==> config.mk <==
export PLATFORM = sky130hd
export DESIGN_NAME = pbus_win_decoder
export DESIGN_NICKNAME = d
export VERILOG_FILES = /design/src/rtl/pbus_win_pkg.sv /design/src/rtl/pbus_win_regs.sv /design/src/rtl/pbus_win_match.sv /design/src/rtl/pbus_prio_enc.sv /design/src/rtl/pbus_win_decoder.sv
export SDC_FILE = /design/constraint.sdc
export NUM_CORES = 1
export LEC_CHECK = 0
export BUFFER_PORTS_ARGS = -buffer_cell sky130_fd_sc_hd__buf_4
export CAP_MARGIN = 5
export CORE_ASPECT_RATIO = 0.5
export CORE_MARGIN = 3
export CORE_UTILIZATION = 64
export DETAILED_ROUTE_END_ITERATION = 7
export PLACE_DENSITY_LB_ADDON = 0.3
export SYNTH_ARGS = -nofsm -noshare
export SYNTH_HDL_FRONTEND = slang
export SYNTH_SLANG_ARGS = --single-unit
==> constraint.sdc <==
create_clock -name clk -period 10.9 [get_ports clk]
set_clock_uncertainty 0.05 [all_clocks]
set_input_delay 1.09 -clock clk [delete_from_list [all_inputs] [get_ports clk]]
set_output_delay 1.09 -clock clk [all_outputs]
set_load 0.02 [all_outputs]
==> src/rtl/pbus_win_pkg.sv <==
package pbus_win_pkg;
  // enable word bit groups
  localparam int EN_IO_LSB  = 0;
  localparam int EN_MM_LSB  = 8;
  localparam int EN_LEG_LSB = 16;
  localparam int N_LEG      = 3;
  // register word offsets
  localparam int REG_EN  = 0;
  localparam int REG_IO0 = 1;
  localparam int REG_MM0 = 8;
  // fixed legacy ports
  localparam logic [15:0] PORT_POST  = 16'h0080;
  localparam logic [15:0] PORT_KBC_A = 16'h0060;
  localparam logic [15:0] PORT_KBC_B = 16'h0064;
  localparam logic [15:0] PORT_SIO_A = 16'h002E;
  localparam logic [15:0] PORT_SIO_B = 16'h002F;

  function automatic logic [N_LEG-1:0] legacy_match(input logic [15:0] a,
                                                    input logic [N_LEG-1:0] en);
    logic [N_LEG-1:0] m;
    m[0] = (a == PORT_POST);
    m[1] = (a == PORT_KBC_A) || (a == PORT_KBC_B);
    m[2] = (a == PORT_SIO_A) || (a == PORT_SIO_B);
    return m & en;
  endfunction
endpackage

==> src/rtl/pbus_win_regs.sv <==
module pbus_win_regs
  import pbus_win_pkg::*;
#(
  parameter int N_IO  = 4,
  parameter int N_MM  = 4,
  parameter int IO_AW = 16,
  parameter int IO_SW = 8,
  parameter int MM_AW = 32,
  parameter int MM_SW = 16,
  parameter int RA_W  = 6
) (
  input  logic             clk,
  input  logic             rst_n,
  input  logic             we,
  input  logic [RA_W-1:0]  addr,
  input  logic [31:0]      wdata,
  output logic [31:0]      rdata,
  output logic [31:0]      en_o,
  output logic [IO_AW-1:0] io_base_o [N_IO],
  output logic [IO_SW-1:0] io_size_o [N_IO],
  output logic [MM_AW-1:0] mm_base_o [N_MM],
  output logic [MM_SW-1:0] mm_size_o [N_MM]
);
  logic [31:0]      en_q,      en_d;
  logic [IO_AW-1:0] io_base_q [N_IO], io_base_d [N_IO];
  logic [IO_SW-1:0] io_size_q [N_IO], io_size_d [N_IO];
  logic [MM_AW-1:0] mm_base_q [N_MM], mm_base_d [N_MM];
  logic [MM_SW-1:0] mm_size_q [N_MM], mm_size_d [N_MM];

  // next-state: single-word writes
  always_comb begin
    en_d      = en_q;
    io_base_d = io_base_q;
    io_size_d = io_size_q;
    mm_base_d = mm_base_q;
    mm_size_d = mm_size_q;
    if (addr == RA_W'(REG_EN)) en_d = wdata;
    for (int i = 0; i < N_IO; i++) begin
      if (addr == RA_W'(REG_IO0 + i)) begin
        io_base_d[i] = wdata[IO_AW-1:0];
        io_size_d[i] = wdata[16 +: IO_SW];
      end
    end
    for (int i = 0; i < N_MM; i++) begin
      if (addr == RA_W'(REG_MM0 + 2*i))     mm_base_d[i] = wdata[MM_AW-1:0];
      if (addr == RA_W'(REG_MM0 + 2*i + 1)) mm_size_d[i] = wdata[MM_SW-1:0];
    end
  end

  // registers with write as clock enable
  always_ff @(posedge clk or negedge rst_n) begin
    if (!rst_n) begin
      en_q <= '0;
      for (int i = 0; i < N_IO; i++) begin
        io_base_q[i] <= '0;
        io_size_q[i] <= '0;
      end
      for (int i = 0; i < N_MM; i++) begin
        mm_base_q[i] <= '0;
        mm_size_q[i] <= '0;
      end
    end else if (we) begin
      en_q      <= en_d;
      io_base_q <= io_base_d;
      io_size_q <= io_size_d;
      mm_base_q <= mm_base_d;
      mm_size_q <= mm_size_d;
    end
  end

  // read mux
  always_comb begin
    rdata = '0;
    if (addr == RA_W'(REG_EN)) rdata = en_q;
    for (int i = 0; i < N_IO; i++) begin
      if (addr == RA_W'(REG_IO0 + i))
        rdata = 32'(io_base_q[i]) | (32'(io_size_q[i]) << 16);
    end
    for (int i = 0; i < N_MM; i++) begin
      if (addr == RA_W'(REG_MM0 + 2*i))     rdata = 32'(mm_base_q[i]);
      if (addr == RA_W'(REG_MM0 + 2*i + 1)) rdata = 32'(mm_size_q[i]);
    end
  end

  assign en_o      = en_q;
  assign io_base_o = io_base_q;
  assign io_size_o = io_size_q;
  assign mm_base_o = mm_base_q;
  assign mm_size_o = mm_size_q;

  AST_EN_EXACT: assert property (@(posedge clk) disable iff (!rst_n)
    (we && addr == RA_W'(REG_EN)) |=> (en_q == $past(wdata)));
  AST_EN_HOLD: assert property (@(posedge clk) disable iff (!rst_n)
    !we |=> $stable(en_q));
endmodule

==> src/rtl/pbus_win_match.sv <==
module pbus_win_match #(
  parameter int N  = 4,
  parameter int AW = 16,
  parameter int SW = 8
) (
  input  logic [N-1:0]  en,
  input  logic [AW-1:0] base [N],
  input  logic [SW-1:0] size [N],
  input  logic [AW-1:0] addr,
  output logic [N-1:0]  match
);
  for (genvar g = 0; g < N; g++) begin : g_win
    logic [AW:0] last;
    // one extra bit: the window end never wraps to zero
    assign last     = {1'b0, base[g]} + (AW+1)'(size[g]);
    assign match[g] = en[g] && (addr >= base[g]) && ({1'b0, addr} <= last);
  end
endmodule

==> src/rtl/pbus_prio_enc.sv <==
module pbus_prio_enc #(
  parameter int N  = 4,
  parameter int IW = 2
) (
  input  logic [N-1:0]  req,
  output logic          any,
  output logic [IW-1:0] idx
);
  always_comb begin
    any = |req;
    idx = '0;
    for (int i = N-1; i >= 0; i--) begin
      if (req[i]) idx = IW'(i);
    end
  end
endmodule

==> src/rtl/pbus_win_decoder.sv <==
module pbus_win_decoder
  import pbus_win_pkg::*;
#(
  parameter int N_IO  = 4,
  parameter int N_MM  = 4,
  parameter int IO_AW = 16,
  parameter int IO_SW = 8,
  parameter int MM_AW = 32,
  parameter int MM_SW = 16,
  parameter int RA_W  = 6,
  localparam int N_MAX = (N_IO > N_MM) ? N_IO : N_MM,
  localparam int IDX_W = (N_MAX > 1) ? $clog2(N_MAX) : 1
) (
  input  logic             clk,
  input  logic             rst_n,
  input  logic             reg_we,
  input  logic [RA_W-1:0]  reg_addr,
  input  logic [31:0]      reg_wdata,
  output logic [31:0]      reg_rdata,
  input  logic             lk_valid,
  input  logic             lk_is_mem,
  input  logic [MM_AW-1:0] lk_addr,
  output logic             lk_hit,
  output logic             lk_legacy,
  output logic [IDX_W-1:0] lk_idx
);
  // reset: asserted asynchronously, released on a clock edge
  logic [1:0] rst_sync_q;
  logic       rst_sn;
  always_ff @(posedge clk or negedge rst_n) begin
    if (!rst_n) rst_sync_q <= 2'b00;
    else        rst_sync_q <= {rst_sync_q[0], 1'b1};
  end
  assign rst_sn = rst_sync_q[1];

  logic [31:0]      en_w;
  logic [IO_AW-1:0] io_base_w [N_IO];
  logic [IO_SW-1:0] io_size_w [N_IO];
  logic [MM_AW-1:0] mm_base_w [N_MM];
  logic [MM_SW-1:0] mm_size_w [N_MM];

  pbus_win_regs #(
    .N_IO(N_IO), .N_MM(N_MM), .IO_AW(IO_AW), .IO_SW(IO_SW),
    .MM_AW(MM_AW), .MM_SW(MM_SW), .RA_W(RA_W)
  ) u_regs (
    .clk(clk), .rst_n(rst_sn), .we(reg_we), .addr(reg_addr),
    .wdata(reg_wdata), .rdata(reg_rdata), .en_o(en_w),
    .io_base_o(io_base_w), .io_size_o(io_size_w),
    .mm_base_o(mm_base_w), .mm_size_o(mm_size_w)
  );

  logic [N_IO-1:0]  io_match;
  logic [N_MM-1:0]  mm_match;
  logic [N_LEG-1:0] leg_match;
  logic             io_any, mm_any, leg_any;
  logic [IDX_W-1:0] io_idx, mm_idx;

  pbus_win_match #(.N(N_IO), .AW(IO_AW), .SW(IO_SW)) u_io_match (
    .en(en_w[EN_IO_LSB +: N_IO]), .base(io_base_w), .size(io_size_w),
    .addr(lk_addr[IO_AW-1:0]), .match(io_match)
  );

  pbus_win_match #(.N(N_MM), .AW(MM_AW), .SW(MM_SW)) u_mm_match (
    .en(en_w[EN_MM_LSB +: N_MM]), .base(mm_base_w), .size(mm_size_w),
    .addr(lk_addr), .match(mm_match)
  );

  pbus_prio_enc #(.N(N_IO), .IW(IDX_W)) u_io_prio (
    .req(io_match), .any(io_any), .idx(io_idx)
  );

  pbus_prio_enc #(.N(N_MM), .IW(IDX_W)) u_mm_prio (
    .req(mm_match), .any(mm_any), .idx(mm_idx)
  );

  assign leg_match = legacy_match(lk_addr[15:0], en_w[EN_LEG_LSB +: N_LEG]);
  assign leg_any   = |leg_match;

  always_comb begin
    lk_hit    = 1'b0;
    lk_legacy = 1'b0;
    lk_idx    = '0;
    if (lk_valid) begin
      if (lk_is_mem) begin
        lk_hit = mm_any;
        lk_idx = mm_idx;
      end else if (leg_any) begin
        lk_hit    = 1'b1;
        lk_legacy = 1'b1;
      end else begin
        lk_hit = io_any;
        lk_idx = io_idx;
      end
    end
  end

  AST_IDLE_QUIET: assert property (@(posedge clk) disable iff (!rst_sn)
    !lk_valid |-> (!lk_hit && !lk_legacy && lk_idx == '0));
  AST_LEGACY_IS_IO: assert property (@(posedge clk) disable iff (!rst_sn)
    lk_legacy |-> (lk_hit && !lk_is_mem && lk_idx == '0));
  AST_IO_HIT_ENABLED: assert property (@(posedge clk) disable iff (!rst_sn)
    (lk_hit && !lk_legacy && !lk_is_mem) |->
      (en_w[EN_IO_LSB + int'(lk_idx)] && io_base_w[lk_idx] <= lk_addr[IO_AW-1:0]));
  AST_MM_HIT_ENABLED: assert property (@(posedge clk) disable iff (!rst_sn)
    (lk_hit && lk_is_mem) |->
      (en_w[EN_MM_LSB + int'(lk_idx)] && mm_base_w[lk_idx] <= lk_addr));
endmodule

# Word-level counts from Yosys, hierarchy flattened
# Cells that the tools add are included.
[word_totals]
regBits = 322
latch_bits = 0
ram_bits = 0
mem_bits_ro = 0
in_bits = 75
out_inout_bits = 36
elab_cells = 129
mem_count = 0
[op_classes]
n_addsub = 8
n_mul = 0
div = 0
magnitude_cmp = 16
n_eq_ne = 17
n_shift = 0
n_mux = 30
n_bitwise = 5
reduce_logical = 35
[op_table]
columns = ["cell", "n"]
rows = [
  ["$mux W32", 13],
  ["$add A32 B16 Y33", 4],
  ["$le A32 B33 Y1", 4],
  ["$ge A32 B32 Y1", 4],
  ["$or A16 B24 Y24", 4],
  ["$add A16 B8 Y17", 4],
  ["$le A16 B17 Y1", 4],
  ["$ge A16 B16 Y1", 4],
  ["$eq A6 B4 Y1 const B", 8],
  ["$eq A16 B6 Y1 const B", 2],
  ["$eq A16 B7 Y1 const B", 2],
  ["$reduce_and A2 Y1", 13],
  ["$mux W2", 11],
  ["$eq A16 B8 Y1 const B", 1],
  ["$logic_and A1 B1 Y1", 16],
  ["$eq A6 B2 Y1 const B", 2],
  ["$reduce_or A4 Y1", 2],
  ["$eq A6 B1 Y1 const B", 1],
  ["$eq A6 B3 Y1 const B", 1],
  ["$logic_not A6 Y1", 1],
  ["$mux W1", 6],
  ["$and A3 B3 Y3", 1],
  ["$reduce_or A3 Y1", 1],
  ["$logic_or A1 B1 Y1", 2],
]

# Longest topological paths before layout
[depth]
ltp_word = 14
depth_mapped = 21
depth_no_buf = 21

# Hierarchy
# A second synthesis with hierarchy kept.
[unflattened]
cells_unflattened = 3123
area_unflattened_um2 = 30003.8
[by_module_without_submodules]
columns = ["mod", "n_inst", "cells_each", "area_each_um2", "seq_area_each_um2"]
rows = [
  ["pbus_win_regs", 1, 1096, 14779.2, 8007.7],
  ["pbus_win_match at u_mm_match", 1, 1339, 9998.3, 0.0],
  ["pbus_win_match at u_io_match", 1, 646, 4933.5, 0.0],
  ["pbus_win_decoder", 1, 28, 222.7, 50.0],
  ["pbus_prio_enc", 2, 7, 35.0, 0.0],
]

# Least setup slack after synthesis
# Ideal clock, no wire load.
[synth_path]
path_kind = "flip-flop to output port"
from = "register u_regs.mm_base_q (netlist bit u_regs.mm_base_o[33])"
to = "output lk_idx[1]"
arrival_time_ns = 4.497
required_time_ns = 9.760
slack_ns = 5.263
path_stages_with_launch = 20
path_buffers = 1
cell_sequence = "dfrtp_1 ha_1 a21o_1 a21o_1 a2111oi_1 o311ai_1 a31oi_1 o21bai_1 and2_1 clkbuf_1 nand2_1 xnor2_1 ha_1 nand4_1 nor4_1 nor4b_1 and4_1 o31ai_1 and3b_1 a211oi_1"
[synth_between]
elab_chain_len = 8
elab_cells_between_ends = 10
classes_between = "add/sub: 1; order compare: 2; mux: 5; reduce/logical: 2"
[synth_rtl]
columns = ["element", "line", "source"]
rows = [
  ["from (decl)", "pbus_win_regs.sv:27", "logic [MM_AW-1:0] mm_base_q [N_MM], mm_base_d [N_MM];"],
  ["from (signal assigned)", "pbus_win_regs.sv:66", "mm_base_q <= mm_base_d;"],
  ["$add A32 B16 Y33 or $ge A32 B32 Y1 (tied branches)", "pbus_win_match.sv:15, pbus_win_match.sv:16", ""],
  ["$le A32 B33 Y1 or $logic_and A1 B1 Y1 (tied branches)", "pbus_win_match.sv:16", "assign match[g] = en[g] && (addr >= base[g]) && ({1'b0, addr} <= last);"],
  ["$logic_and A1 B1 Y1 (*)", "pbus_win_match.sv:16", ""],
  ["$mux W2 (*) (3 in a row)", "pbus_prio_enc.sv:13", "if (req[i]) idx = IW'(i);"],
  ["$mux W2 (*)", "pbus_win_decoder.sv:84", "if (lk_is_mem) begin"],
  ["$mux W2 (*)", "pbus_win_decoder.sv:83", "if (lk_valid) begin"],
  ["to (decl)", "pbus_win_decoder.sv:25", "output logic [IDX_W-1:0] lk_idx"],
]
# Mark *: on every way between the ends. The rest lies on a longest branch, timed or not.

# Final worst setup path
[layout_path]
from = "register u_regs.mm_base_q (netlist bit u_regs.mm_base_o[33])"
to = "output lk_hit"
[layout_between]
elab_chain_len = 6
elab_cells_between_ends = 8
classes_between = "add/sub: 1; order compare: 2; mux: 2; reduce/logical: 3"
[layout_rtl]
columns = ["element", "line", "source"]
rows = [
  ["$add A32 B16 Y33 or $ge A32 B32 Y1 (tied branches)", "pbus_win_match.sv:15, pbus_win_match.sv:16", ""],
  ["$le A32 B33 Y1 or $logic_and A1 B1 Y1 (tied branches)", "pbus_win_match.sv:16", ""],
  ["$logic_and A1 B1 Y1 (*)", "pbus_win_match.sv:16", ""],
  ["$reduce_or A4 Y1 (*)", "pbus_prio_enc.sv:10", "any = |req;"],
  ["$mux W1 (*)", "pbus_win_decoder.sv:84", ""],
  ["$mux W1 (*)", "pbus_win_decoder.sv:83", ""],
  ["to (decl)", "pbus_win_decoder.sv:23", "output logic lk_hit,"],
]
# Marked as above.

==> results by group <==
Worst hold path
  • Hold Crit Class: input pin to async pin

STA
  • RSZ-0062 raised after global routing: no
  • Hold Fails Final Rpt: 0
  • Final Slew Violations: 0
  • Setup TNS Final: 0 ns
  • Final Setup Violations: 0
  • Worst-margin pin slew: around 1.3 ns
  • Relative slew slack: 15.9%
  • Final min period: 7.89 ns
  • Tcrit/Tclk final: 72.4%
  • Max Freq: ~0.13 GHz

Final layout
  • Area grow syn2layout: 9.26%
  • Finished Layout Cells: about 3600
  • Nets: 3600
  • Ratio of cells with drive above 1 in the final layout: between 15 and 20%

Power
  • Total power: 4.37 mW
  • Peak supply drop: approximately 140 uV
  • Leak: approximately 15 nW
  • Pwr Density: 140 nW/um2

Yosys
  • Distinct cells, synth: 83
  • Post-synth top area cell: dfrtp_1
  • Synth top area cells: dfrtp_1, ha_1, mux2_2, xnor2_1, inv_1
  • Area share of the largest cell type after synthesis: 28.3%
  • Most common cell in the synthesized netlist: ha_1
  • Post-synth ARST share: between 90% and 100%
  • Most frequent cells after synthesis: ha_1, mux2_2, dfrtp_1
  • FF+latch count, synth: 322
  • Number of synthesis warnings: 0
  • Post-synth EDFFs: 0
  • Mapped Cells: 2949
  • Synth Area per Inst: 9.65 um2
  • Post-synth top flop: dfrtp_1
  • Mapped cell area: around 28000 um2
  • Syn_nets: 3512
  • Sequential element share of the synthesized area: 28.3%

GRT
  • Grt total ovfl: 0
  • First-pass GRT wire length: 145000 um
  • Initial antenna violation count: 8
  • Total GRT Usage: 40.3%
  • Vias in the first global route: ~24000
  • Largest net degree at the start of global routing: 84

Place
  • Input/output buffers: 110
  • Number of cells after detailed placement: 3578
  • Final HPWL DP: 72700 um
  • Gpl congestion: ~1.0

Detailed routing
  • Pre-antenna DRT Iters: 8
  • DRC: 8
  • Vias: 25164
  • Antenna-violating nets left: 0
  • Wire per inst: around 27 um
  • DRT iter0 DRCs: 2988
  • Vias per cell: 6.91
  • Total wire length: 96600 um

Worst setup path
  • Nature of the critical path startpoint: flop
  • Req. time, crit path: approximately 9.8 ns
  • Setup Crit Path Kind: flop to output port
  • R2R Path Start: rst_sync_q[1]$_DFF_PN0_
  • Crit Path Max Fanout: 5
  • Critical Path AT: 6.75 ns
  • Crit end category: output port
  • Worst r2r path cells: 2
  • Crit Reg-Reg Endpoint: u_regs.en_o[30]$_DFFE_PN0P_
  • R2r setup slk: 8.08 ns

Clock network
  • Post-cts resize count: 0
  • Worst skew pair latency: roughly 0.56 ns
  • CTS sink count: about 320
  • CTS buffer count: 34
  • Max clock buf depth: 3
  • Setup Buffers After CTS: 0
  • Clk slew on worst S/H paths: 0.07 ns
  • Hold_buf cts: 0
  • CTS tree: built
  • H-tree levels: 2
  • CTS Root Cell: clkbuf_16

Floorplan
  • Die X: 304 um
  • FP Rows: between 50 and 60
  • Core Footprint: 42900 um2
  • Die area: 47200 um2
  • Top-level port count: 111
  • Starting density of the core: 66.3%
  • Die Ht: 155 um

Job
  • Max-cap violations: 0

Status
  • Status: finished with violations
  • Failing checks: DRC
final cells by class:
type                       count  area, um2
inverter                     225        845
sequential                   322       8060
multi-input combinational   2320      19300
antenna                        1       2.50
tap                          577        722
timing repair buffer         134       1010
clock inverter                18        250
clock buffer                  43        946
fill                        3196      11800
cell usage in the layout, fill, tap and decap left out, types with 91 or more instances in the layout:
| cell type | instances |
|---|---|
| o21ai_0 | 121 |
| buf_4 | 134 |
| inv_1 | 225 |
| dfrtp_1 | 321 |
| nor2_1 | 128 |
| a21oi_1 | 168 |
| mux2_2 | 323 |
| xnor2_1 | 124 |
| ha_1 | 480 |
| a21o_1 | 91 |
| nand2_1 | 165 |
per-layer routing:
metal  global-route usage, %  share of wire, %
met1                    51.3                40
met2                    62.4                42
met3                    14.6                13
met4                    16.7               5.1
met5                       0             0.038
worst max-delay path: stages, from the launching register on:
cell and delay (ns):
dfrtp_1 0.43, ha_1 0.31, a21o_1 0.17, a21o_1 0.23, a2111oi_1 0.78, o311ai_1 0.27
a31oi_1 0.32, o21bai_1 0.19, and2_1 0.25, nand2_1 0.10, xnor2_1 0.07, ha_1 0.30
nand4_1 0.16, nor4_1 0.47, nor4b_1 0.38, o21ai_0 0.18, nand4_1 0.13, o21ai_1 0.07
o31ai_1 0.78, and3b_1 0.31, a31oi_1 0.09, buf_4 0.21
report_power, final:
group / internal [mW] / switching (mW)
registers: 1.35 / 0.224
clock network: 0.741 / 0.553
logic: 0.666 / 0.829
logic make-up (layout without fill, tap and decap cells):
| kind of cell | Yosys count | after routing | share of synthesized area, % |
|---|---|---|---|
| AOI/OAI and AO/OA | 698 | 698 | 16.8 |
| and+or+nand+nor | 641 | 641 | 11.2 |
| adders and majority gates | 488 | 488 | 21.7 |
| muxes | 325 | 325 | 12.9 |
| DFF | 322 | 322 | 28.3 |
| buffers and inverters | 307 | 420 | 4.10 |
| xor gates and xnor gates | 167 | 167 | 5.14 |
| other | 1 | 2 | 0.0132 |
stage by stage:
| step | instance area (um2) | utilization [%] | hold WS, ns | setup slack, ns |
|---|---|---|---|---|
| after global placement | 29900 | 69.7 | 0.287 | 4.01 |
| after detailed placement | 29900 | 69.7 | 0.292 | 3.86 |
| after global routing | 31100 | 72.5 | 0.247 | 2.66 |
| final | 31100 | 72.5 | 0.243 | 3.01 |
| after floorplan | 28500 | - | 0.281 | 1.21 |
| after CTS | 31100 | 72.5 | 0.242 | 3.16 |
flip-flops by register name (all words and copies together) (netlist names):
name / count
u_regs.mm_base_o: 128
u_regs.io_base_o: 64
u_regs.mm_size_o: 64
u_regs.en_o: 32
u_regs.io_size_o: 32
rst_sync_q: 2
how the worst max path moves through the flow:
| stage | start | endpoint | slack, ns | depth (start not counted) |
|---|---|---|---|---|
| after detailed placement | u_regs.mm_base_o[33]$_DFFE_PN0P_ | lk_hit | 3.86 | 21 |
| after floorplan | rst_sync_q[1]$_DFF_PN0_ | u_regs.en_o[0]$_DFFE_PN0P_ | 1.21 | 0 |
| after global placement | u_regs.mm_base_o[33]$_DFFE_PN0P_ | lk_hit | 4.01 | 21 |
| after CTS | u_regs.mm_base_o[33]$_DFFE_PN0P_ | lk_hit | 3.16 | 21 |
| final | u_regs.mm_base_o[33]$_DFFE_PN0P_ | lk_hit | 3.01 | 21 |
| after global routing | u_regs.mm_base_o[33]$_DFFE_PN0P_ | lk_hit | 2.66 | 21 |
No activity file was read; power rests on OpenSTA's default activity.
